File: src/rtl/sram_sleep_pkg.sv
package sram_sleep_pkg;
  typedef enum logic [2:0] {
    PS_ACTIVE   = 3'd0,
    PS_ENTER_LS = 3'd1,
    PS_LIGHT    = 3'd2,
    PS_WAKE_LS  = 3'd3,
    PS_ENTER_DS = 3'd4,
    PS_DEEP     = 3'd5,
    PS_WAKE_DS  = 3'd6
  } pwr_state_t;
endpackage

File: src/rtl/sram_sleep_pwr.sv
module sram_sleep_pwr
  import sram_sleep_pkg::*;
#(
  parameter int ENTER_LAT = 1,
  parameter int LS_WAKE   = 2,
  parameter int DS_WAKE   = 8
) (
  input  logic       clk,
  input  logic       rst,
  input  logic       ls_req,
  input  logic       ds_req,
  output pwr_state_t state,
  output logic       ready,
  output logic       sleep_enter,
  output logic       deep_enter
);
  localparam int MAXL = (DS_WAKE > LS_WAKE) ?
                        ((DS_WAKE > ENTER_LAT) ? DS_WAKE : ENTER_LAT) :
                        ((LS_WAKE > ENTER_LAT) ? LS_WAKE : ENTER_LAT);
  localparam int CW = $clog2(MAXL + 1);
  localparam logic [CW-1:0] ENT_LD = CW'(ENTER_LAT - 1);
  localparam logic [CW-1:0] LSW_LD = CW'(LS_WAKE - 1);
  localparam logic [CW-1:0] DSW_LD = CW'(DS_WAKE - 1);

  pwr_state_t    state_n;
  logic [CW-1:0] cnt, cnt_n;
  logic          cnt_zero;

  assign cnt_zero = (cnt == '0);

  always_comb begin
    state_n = state;
    cnt_n   = cnt;
    unique case (state)
      PS_ACTIVE: begin
        if (ds_req) begin
          state_n = PS_ENTER_DS;
          cnt_n   = ENT_LD;
        end else if (ls_req) begin
          state_n = PS_ENTER_LS;
          cnt_n   = ENT_LD;
        end
      end
      PS_ENTER_LS: begin
        if (cnt_zero) state_n = PS_LIGHT;
        else          cnt_n   = cnt - 1'b1;
      end
      PS_LIGHT: begin
        if (ds_req) begin
          state_n = PS_ENTER_DS;
          cnt_n   = ENT_LD;
        end else if (!ls_req) begin
          state_n = PS_WAKE_LS;
          cnt_n   = LSW_LD;
        end
      end
      PS_WAKE_LS: begin
        if (cnt_zero) state_n = PS_ACTIVE;
        else          cnt_n   = cnt - 1'b1;
      end
      PS_ENTER_DS: begin
        if (cnt_zero) state_n = PS_DEEP;
        else          cnt_n   = cnt - 1'b1;
      end
      PS_DEEP: begin
        if (!ds_req) begin
          state_n = PS_WAKE_DS;
          cnt_n   = DSW_LD;
        end
      end
      PS_WAKE_DS: begin
        if (cnt_zero) state_n = PS_ACTIVE;
        else          cnt_n   = cnt - 1'b1;
      end
      default: state_n = PS_ACTIVE;
    endcase
  end

  always_ff @(posedge clk) begin
    if (rst) begin
      state <= PS_ACTIVE;
      cnt   <= '0;
    end else begin
      state <= state_n;
      cnt   <= cnt_n;
    end
  end

  assign ready       = (state == PS_ACTIVE);
  assign sleep_enter = cnt_zero && (state == PS_ENTER_LS || state == PS_ENTER_DS);
  assign deep_enter  = cnt_zero && (state == PS_ENTER_DS);
endmodule

File: src/rtl/sram_sleep_array.sv
module sram_sleep_array #(
  parameter int ADDR_W = 6,
  parameter int DATA_W = 16
) (
  input  logic              clk,
  input  logic              rst,
  input  logic              wr_ok,
  input  logic              rd_ok,
  input  logic              clamp,
  input  logic              wipe,
  input  logic [ADDR_W-1:0] addr,
  input  logic [DATA_W-1:0] wdata,
  output logic [DATA_W-1:0] rdata
);
  localparam int DEPTH = 1 << ADDR_W;
  localparam logic [DATA_W-1:0] LOST_WORD = '1;

  logic [DATA_W-1:0] store [DEPTH];
  logic [DEPTH-1:0]  live;

  always_ff @(posedge clk) begin
    if (wr_ok) store[addr] <= wdata;
  end

  always_ff @(posedge clk) begin
    if (rst)        live <= '0;
    else if (wipe)  live <= '0;
    else if (wr_ok) live[addr] <= 1'b1;
  end

  always_ff @(posedge clk) begin
    if (rst)        rdata <= '0;
    else if (clamp) rdata <= '0;
    else if (rd_ok) rdata <= live[addr] ? store[addr] : LOST_WORD;
  end
endmodule

File: src/rtl/sram_sleep.sv
module sram_sleep
  import sram_sleep_pkg::*;
#(
  parameter int ADDR_W    = 6,
  parameter int DATA_W    = 16,
  parameter int ENTER_LAT = 1,
  parameter int LS_WAKE   = 2,
  parameter int DS_WAKE   = 8
) (
  input  logic              clk,
  input  logic              rst,
  input  logic              mem_en,
  input  logic              wr_en,
  input  logic [ADDR_W-1:0] addr,
  input  logic [DATA_W-1:0] wdata,
  input  logic              light_req,
  input  logic              deep_req,
  output logic [DATA_W-1:0] rdata,
  output logic              ready,
  output logic              acc_err
);
  pwr_state_t pwr_state;
  logic       sleep_enter, deep_enter;
  logic       wr_ok, rd_ok;

  sram_sleep_pwr #(
    .ENTER_LAT(ENTER_LAT), .LS_WAKE(LS_WAKE), .DS_WAKE(DS_WAKE)
  ) u_pwr (
    .clk(clk), .rst(rst), .ls_req(light_req), .ds_req(deep_req),
    .state(pwr_state), .ready(ready),
    .sleep_enter(sleep_enter), .deep_enter(deep_enter)
  );

  assign wr_ok = mem_en &  wr_en & ready;
  assign rd_ok = mem_en & ~wr_en & ready;

  sram_sleep_array #(.ADDR_W(ADDR_W), .DATA_W(DATA_W)) u_array (
    .clk(clk), .rst(rst), .wr_ok(wr_ok), .rd_ok(rd_ok),
    .clamp(sleep_enter), .wipe(deep_enter),
    .addr(addr), .wdata(wdata), .rdata(rdata)
  );

  always_ff @(posedge clk) begin
    if (rst) acc_err <= 1'b0;
    else     acc_err <= mem_en & ~ready;
  end
endmodule

File: config.mk
export PLATFORM = sky130hd
export DESIGN_NAME = sram_sleep
export DESIGN_NICKNAME = d
export VERILOG_FILES = /design/src/rtl/sram_sleep_pkg.sv /design/src/rtl/sram_sleep_pwr.sv /design/src/rtl/sram_sleep_array.sv /design/src/rtl/sram_sleep.sv
export SDC_FILE = /design/constraint.sdc
export NUM_CORES = 1
export LEC_CHECK = 0
export BUFFER_PORTS_ARGS = -buffer_cell sky130_fd_sc_hd__buf_4
export CORE_MARGIN = 4
export CORE_UTILIZATION = 45
export CTS_BUF_LIST = sky130_fd_sc_hd__clkbuf_8 sky130_fd_sc_hd__clkbuf_16
export CTS_CLUSTER_DIAMETER = 200
export CTS_CLUSTER_SIZE = 16
export DETAILED_ROUTE_END_ITERATION = 10
export GPL_TIMING_DRIVEN = 1
export PLACE_DENSITY = 0.68
export SYNTH_ARGS = -nofsm -noshare
export SYNTH_HDL_FRONTEND = slang
export SYNTH_SLANG_ARGS = --single-unit
File: constraint.sdc
create_clock -name clk -period 3 [get_ports clk]
set_clock_uncertainty 0.05 [all_clocks]
set_input_delay 0.75 -clock clk [delete_from_list [all_inputs] [get_ports clk]]
set_output_delay 0.75 -clock clk [all_outputs]
set_load 0.03 [all_outputs]
# Yosys cells after proc, flatten, opt, wreduce, memory -nomap -nowiden
# Memory sizes are Yosys's and may differ from the RTL's.
# Cells that the tools add are included.
[word_totals]
input_bits = 28
mem_bits_rw = 1024
ff_bits = 88
memories = 1
out_inout_bits = 18
[memory_table]
columns = ["memory", "words", "word_bits", "read_ports", "rd_ports_with_merged_regs", "wr", "line", "text"]
rows = [
  ["u_array.store", 64, 16, 1, 0, 1, "sram_sleep_array.sv:18", "logic [DATA_W-1:0] store [DEPTH];"],
]
[op_classes]
reduce_logical = 13
n_mux = 23
add_sub_neg = 1
n_lt_le_gt_ge = 2
n_bitwise = 8
n_eq_ne = 13
[op_table]
columns = ["op", "count"]
rows = [
  ["OR 64 bit", 1],
  ["two-way mux 3 bit", 8],
  ["two-way mux 4 bit", 6],
  ["one-hot mux 3 bit (6 select lines)", 1],
  ["two-way mux 16 bit", 1],
  ["one-hot mux 4 bit (4 select lines)", 1],
  ["equality test 3 bit, second input constant", 3],
  ["less-than comparator 6 x 7 -> 1 bit, second input constant", 1],
  ["binary-select mux 1 bit (select 6 bit)", 1],
  ["demux 1 bit (select 6 bit)", 1],
  ["equality test 3 x 2 -> 1 bit, second input constant", 2],
  [">= comparator 6 x 1 -> 1 bit, second input constant", 1],
  ["!= test 2 x 1 -> 1 bit, second input constant", 3],
  ["!= test 3 bit, second input constant", 2],
  ["AND reduction 6 bit", 1],
  ["OR reduction 2 bit", 3],
  ["bitwise AND 1 bit", 5],
  ["AND reduction 5 bit", 1],
  ["logical NOT 4 bit", 1],
  ["two-way mux 1 bit", 4],
  ["!= test 2 bit, second input constant", 2],
  ["nonzero test 4 bit", 1],
  ["OR reduction 4 bit", 1],
  ["subtractor 4 x 1 -> 4 bit, second input constant", 1],
  ["5 further kinds", 8],
]

# Longest topological paths before layout
# Gate-level depths: netlist of run 1.
[depth]
depth_word = 5
ltp_mapped = 10
depth_no_buf = 8

# By module
# A second synthesis of run 1 with hierarchy kept.
[unflattened]
cells_unflattened = 2550
area_unflattened_um2 = 42523.3
[by_module_without_submodules]
columns = ["mod", "area_per_inst_um2", "cells_per_inst", "seq_area_each_um2", "n_inst"]
rows = [
  ["sram_sleep_array", 41866.4, 2476, 32351.0, 1],
  ["sram_sleep_pwr", 609.3, 70, 140.1, 1],
  ["sram_sleep", 47.5, 4, 20.0, 1],
]

# Worst setup path before layout of run 1
# OpenSTA, ideal clock, no wires.
[synth_timing]
path_kind = "in2reg"
start = "input port addr[0]"
end = "memory u_array.store[16][0] (enable)"
stages = 6
path_buffers = 4
t_arrival_ps = 2401
setup_slack_ps = 159
required_ps = 2560
path_cell_list = "buf_6 buf_6 buf_2 or3_1 clkbuf_1 nor2_1"
[synth_lines]
columns = ["item", "line", "text"]
rows = [
  ["start: declaration", "sram_sleep.sv:14", "input logic [ADDR_W-1:0] addr,"],
  ["end: declaration", "sram_sleep_array.sv:18", ""],
]
# No word-level cell before the write port.

# Final worst setup path of run 1
[layout_timing]
start = "input port addr[0]"
end = "register u_array.rdata[13]"
[layout_between]
elab_chain_cells = 3
elab_cells_between_ends = 4
cone_classes = "3 x mux; 1 x memory"
[layout_lines]
columns = ["item", "line", "text"]
rows = [
  ["binary-select mux 1 bit (select 6 bit)", "sram_sleep_array.sv:34", "else if (rd_ok) rdata <= live[addr] ? store[addr] : LOST_WORD;"],
  ["two-way mux 1 bit (implied by the code)", "sram_sleep_array.sv:34", ""],
  ["two-way mux 16 bit (*)", "sram_sleep_array.sv:34", ""],
  ["end signal: assignment", "sram_sleep_array.sv:34", ""],
  ["end: declaration", "sram_sleep_array.sv:13", "output logic [DATA_W-1:0] rdata"],
]
# Mark *: on every way between the ends. The rest lies on a longest branch, timed or not. The select of a mux whose other input is x is not followed.
# A chain may end at the register's enable or synchronous reset.

==> impl_results.md, run 1 <==
- Vias: about 25k
- Height of the chip: 315 um
- Overall power: 29.4 mW
- M2 GR Usage: 0.335
- Met1 Usage GRT: 0.315
- Synth Cell Area: approximately 43000 sq um
- Max Fclk: approximately 390 MHz
- Mapped Cells: around 2.6k
- Clk slew on worst S/H paths: 0.07 ns
- WHS: about 0.31 ns
- Critical path's top delay family: buffers and inverters
- HPWL Detailed: between 60000 and 70000 um
- Synth Area per Inst: about 16 sq um
- IO Pins: 46
- Setup CP Type: in2reg
- Setup fix buffers added after clock tree synthesis: 0
- Post-CTS Resized: 0
- CTS Buffer Depth: 3
- Nets: about 2.8k
- Slew Viols, Final: 0
- Static leakage: ~16 nW
- Final Hold Vio Count: 0
- GPL Wtd Cong: ~0.88
- CTS root buf: clkbuf_16
- Fin Setup TNS: 0 ns
- Core Area: between 90000 and 100000 sq um
- Top post-synthesis cells by count: edfxtp_1 (1024), mux2i_1 (281), nor2_1 (175)
- Count leader, synth: edfxtp_1
- Ratio of cells with drive above 1 in the final layout: 0.128
- Initial DRC Count: around 3k
- Area growth syn-to-layout: 13.2%
- Buf/Inv on CP: 4
- Seq/Total Area, Yosys: 0.765
- CTS Hold Buffers Added: 0
- Final core utilization: 0.515
- Worst path cell trace: buf_4 > buf_12 > or2_4 > buf_12 > buf_4 > o22ai_1 > o21ai_0 > and4_1 > a31oi_1
- Total GRT Usage: 0.215
- GRT busiest layer: met2
- Mapped Nets: around 2.6k
- Clock sink count: roughly 1.1k
- Final worst setup slack: ~0.43 ns
- Routed WL: around 110000 um
- Htree depth: 3
- Placed cells: between 3k and 4k
- Largest net degree at the start of global routing: between 90 and 100
- Final min period: between 2 and 3 ns
- Status: complete, no violations
- Measured slew at the worst slew-check pin: 0.832 ns
- Final setup violation count: 0
- CP Max Fanout: 42
- CP required: between 3 and 4 ns
- Die ar.: ~99000 sq um
- MaxCap Viol Count: 0
- CTS tree: yes
- Place WS: -0.122 ns
- Fin cells: 4028
- Pwr dens: about 610 nW/um^2
- Top-area cell type share of the netlist area: 0.723
- Post-synth top area cell: edfxtp_1
- Drt pass-1 iters: 6
- Die width: between 300 and 400 um
- Crit path max-delay cell type: o21ai_0
- IO buf count: 45
- Met3 GRT Util: 0.0335
- Ys async rst share: 0
- Total gr overflow: 0
- Hold path cells: 2
- Ranking of synthesized cells by area: edfxtp_1 (72%), mux2i_1 (6.6%), dfxtp_1 (4.1%), a221oi_1 (2.6%), a22oi_1 (2.5%)
- Ys flop type: edfxtp_1
- Worst EP arrival: 2.98 ns
- Fin area: a little under 50000 sq um
- DRC: 0
- EDFF count, synth: between 1k and 1.5k
- Worst setup EP type: flip-flop
- Fillers: roughly 7.4k
- First-pass GRT wire length: approximately 160000 um
- Final worst path period share: 0.856
- Drt via density: slightly above 6
- Vias in the first global route: between 20k and 25k
- Post-synthesis register bit count: about 1.1k
- Worst path max stage delay: between 0.4 and 0.5 ns
- FP Rows: approximately 110
- DP Area: roughly 46000 sq um
- Peak supply drop: a little over 0.0005 V
- Crit start category: input port
- Remaining antenna violation count: 0
- Reg2Reg Depth: 6
- Max-slew headroom: 0.445
- Initial Util: 0.455
- Yosys cell types: 55
- Total CTS buffers: about 80
- Worst-skew pair later-pin latency: between 0.6 and 0.7 ns
- Synthesis Warnings: 0
- Unrepaired setup endpoints after global routing: no
- Critical Path Stages: 9
- Initial antenna violation count: 4
- Routed WL per cell: ~27 um
- Worst hold path class: in2reg
## where the power goes
group / total (mW) / internal, mW / switching [mW] / leakage, nW
registers: 17.2 / 17.0 / 0.172 / 9.92
clock network: 9.75 / 4.84 / 4.91 / 1.21
logic: 2.41 / 0.832 / 1.58 / 4.69
total: 29.4 / 22.7 / 6.66 / 15.8
## state kept, by name, indices dropped and copies added (netlist names)
| register | count |
|---|---|
| acc_err | 1 |
| u_array.live | 64 |
| u_array.rdata | 16 |
| u_array.store | 1024 |
| u_pwr.cnt | 4 |
| u_pwr.state | 3 |
## per-layer routing
layer / share of wire / wire, um / vias to the layer above
met2: 0.46 / 50400 / 1244
li1: - / - / 10700
met4: 0.026 / 2810 / 2
met1: 0.42 / 46000 / 12800
met3: 0.085 / 9250 / 170
met5: 0.00012 / 13 / -
## final timing paths
check                   start                end  slack [ns]
max                   addr[0]  u_array.rdata[13]        0.43
min                       rst       u_pwr.cnt[3]        0.31
max reg2reg    u_pwr.state[0]   u_array.rdata[5]        0.59
min reg2reg  u_array.live[27]   u_array.live[27]        0.43
## cell families (layout without fill, tap and decap cells)
kind of cell / after synthesis / after routing / synth area share
adders and majority gates: 2 / 2 / 0.000588
and+or+nand+nor: 275 / 275 / 0.0314
AOI/OAI and AO/OA: 722 / 722 / 0.112
DFF: 1112 / 1112 / 0.765
xor gates and xnor gates: 4 / 4 / 0.000824
other: 0 / 2 / 0
muxes: 288 / 288 / 0.0691
buffers and inverters: 186 / 369 / 0.0218
## layout by cell type (no fill, tap or decap), drive strengths merged, types with 2 or more instances in the layout
cell type,count
mux4,4
a21oi,135
mux2,3
inv,45
mux2i,281
nor3b,7
a221oi,126
clkbuf,81
a211oi,2
nor2b,5
o21ai,149
edfxtp,1024
nand2b,6
buf,242
a22oi,143
nor3,6
or2,2
nor2,176
nand4,2
dfxtp,88
a31oi,17
and2,3
nand3,9
o22ai,125
diode,2
xnor2,3
and4,31
and3,3
nand2,20
o21ba,15
ha,2
nand3b,2
## cell type report
class                   instances  area, sq um  area share
flip-flops and latches       1112        32500       0.675
well taps                    1254         1570      0.0326
diodes                          2         5.00    0.000104
multi-input cells            1291         9110       0.189
inverters                       6         22.5    0.000468
clock inverters                40          155     0.00322
repair buffers                242         2750      0.0571
clock buffers                  81         2030      0.0421
No activity file was read; power rests on OpenSTA's default activity.
==> inputs of run 2 (changes only) <==
--- a/config.mk
+++ b/config.mk
@@ -14,6 +14,7 @@
 export DETAILED_ROUTE_END_ITERATION = 10
 export GPL_TIMING_DRIVEN = 1
 export PLACE_DENSITY = 0.68
+export SETUP_SLACK_MARGIN = 0.5
 export SYNTH_ARGS = -nofsm -noshare
 export SYNTH_HDL_FRONTEND = slang
 export SYNTH_SLANG_ARGS = --single-unit
==> run 2 against run 1 <==
Effect of this change: first-iteration DRC count decreased by 0.39%; critical path type is now reg2out; via count decreased by 0.16%; clock-buffer cell count increased by 2; largest cell class unchanged; non-clock buffer count increased by 42.
==> impl_results.md, run 2 (same netlist as run 1, synthesis figures left out) <==
- Routed WL: 109000 um (+0.38%)
- Worst-skew pair later-pin latency: 0.63 ns (about the same)
- DRC: 0 (unchanged)
- Routed WL per cell: 26.7 um (-0.97%)
- Clock sink count: 1112 (unchanged)
- Overall power: 29.7 mW (+1.1%)
- CTS root buf: clkbuf_16
- Slew Viols, Final: 0 (unchanged)
- Height of the chip: 315 um (unchanged)
- WHS: 0.316 ns (+0.00350 ns)
- Area growth syn-to-layout: 13.7%
- Crit start category: flip-flop
- IO Pins: 46 (unchanged)
- Ratio of cells with drive above 1 in the final layout: 0.164 (+0.0368)
- Total gr overflow: 0 (unchanged)
- Total CTS buffers: 79 (unchanged)
- Final setup violation count: 0 (unchanged)
- Max Fclk: 420 MHz (+7.9%)
- GPL Wtd Cong: 0.871 (-1.4%)
- Initial Util: 0.455 (unchanged)
- CP required: 2.20 ns (-1.21 ns)
- Unrepaired setup endpoints after global routing: no
- Status: complete, no violations
- Worst path max stage delay: 0.45 ns (about the same)
- Die ar.: 99500 sq um (unchanged)
- Vias: 24.9k (-0.16%)
- Total GRT Usage: 0.216 (+0.00100)
- Pwr dens: 614 nW/um^2 (+0.72%)
- First-pass GRT wire length: 160000 um (+0.66%)
- Max reg flops: 1024 (unchanged)
- Final worst path period share: 0.793 (-0.0630)
- Htree depth: 3 (unchanged)
- Setup CP Type: reg2out
- Nets: 2804 (+1.5%)
- Peak supply drop: 0.000561 V (+9.6%)
- Clk slew on worst S/H paths: 0.07 ns (about the same)
- Drt pass-1 iters: 5 (-1)
- Final core utilization: 0.517 (+0.00197)
- CTS Buffer Depth: 3 (unchanged)
- Fillers: 7432 (+0.22%)
- Crit path max-delay cell type: dfxtp_1
- Initial antenna violation count: 7 (+3)
- Worst EP arrival: 1.58 ns (-1.40 ns)
- CTS Hold Buffers Added: 0 (unchanged)
- Top reg by flops: u_array.store
- FP Rows: 112 (unchanged)
- Final min period: 2.38 ns (-0.189 ns)
- Most common cell after layout, fill and taps aside: edfxtp_1
- Fin Setup TNS: 0 ns (unchanged)
- Worst hold path class: in2reg
- Worst path cell trace: nor3_4 > buf_4
- Worst setup EP type: output pin
- Initial DRC Count: 3032 (-0.39%)
- HPWL Detailed: 64400 um (+1.2%)
- CTS tree: yes
- Biggest regs: u_array.store (1024), u_array.live (64), u_array.rdata (16)
- Core Area: 93500 sq um (unchanged)
- Most frequent cells in the layout: edfxtp_1 (1024), mux2i_1 (281), buf_4 (248)
- Largest net degree at the start of global routing: 82 (-12%)
- Drt via density: 6.10 (-1.5%)
- IO buf count: 45 (unchanged)
- Final Hold Vio Count: 0 (unchanged)
- Vias in the first global route: 23.9k (-1.1%)
- Die width: 315 um (unchanged)
- MaxCap Viol Count: 0 (unchanged)
- Measured slew at the worst slew-check pin: 0.868 ns (+0.0359 ns)
- Static leakage: 16.0 nW (+1.0%)
- Remaining antenna violation count: 0 (unchanged)
- CP Max Fanout: 12 (-71%)
- Max-slew headroom: 0.421 (-0.0239)
run 2: cell count changes in the layout (fill, tap and decap cells not counted), sizes merged:
cell	change
clkbuf	+2
inv	+11
buf	+42
run 2: cell type report:
type                            count  area, sq um  area share
Clock buffer                       83         2080      0.0430
Multi-Input combinational cell   1291         9360       0.194
Antenna cell                        2         5.00    0.000104
Clock inverter                     51          211     0.00437
Sequential cell                  1112        32500       0.673
Tap cell                         1254         1570      0.0325
Timing Repair Buffer              284         2580      0.0533
Inverter                            6         22.5    0.000466
run 2: path summary, 6_finish.rpt:
path | depth (start not counted) | to | startpoint | slack [ns]
worst max-delay path | 2 | ready | u_pwr.state[0] | 0.62
worst min register to register | 2 | u_array.live[59] | u_array.live[59] | 0.42
worst max register to register | 7 | u_array.store[49][6] | u_pwr.state[0] | 0.66
worst min-delay path | 2 | u_pwr.cnt[3] | rst | 0.32
run 2: through the flow:
step / setup slack [ns] / cell area [sq um] / std cells
after global routing: 0.534 / 48300 / 4082
final: 0.621 / 48300 / 4083
after global placement: 0.116 / 46000 / 3946
after floorplan: 0.331 / 42800 / 2589
after CTS: 0.528 / 48300 / 4080
after detailed placement: 0.0332 / 46000 / 3946
run 2: worst max-delay path: cells and delay by family (launching register included):
family | cells | cell delay, ns
buf+inv | 1 | 0.20
simple gates | 1 | 0.29
flops | 1 | 0.45
run 2: timing repair:
| action | CTS | global route |
|---|---|---|
| setup endpoints to repair | 0 | 18 |
| resized for setup | 0 | 2 |
| setup buffers | 0 | 1 |
run 2: power breakdown:
part	switching (mW)	internal (mW)	total, mW	leakage (nW)
logic	1.63	0.854	2.48	4.77
clock network	5.04	4.98	10.0	1.29
registers	0.159	17.0	17.2	9.92
total	6.82	22.9	29.7	16.0
run 2: metal layers:
metal | vias to the layer above | GRT usage | share of wire
met1 | 12800 | 0.325 | 0.43
met4 | 2 | 0.0515 | 0.019
met2 | 1192 | 0.331 | 0.46
met3 | 138 | 0.0355 | 0.093
met5 | - | 0 | 0.00012
li1 | 10800 | - | -
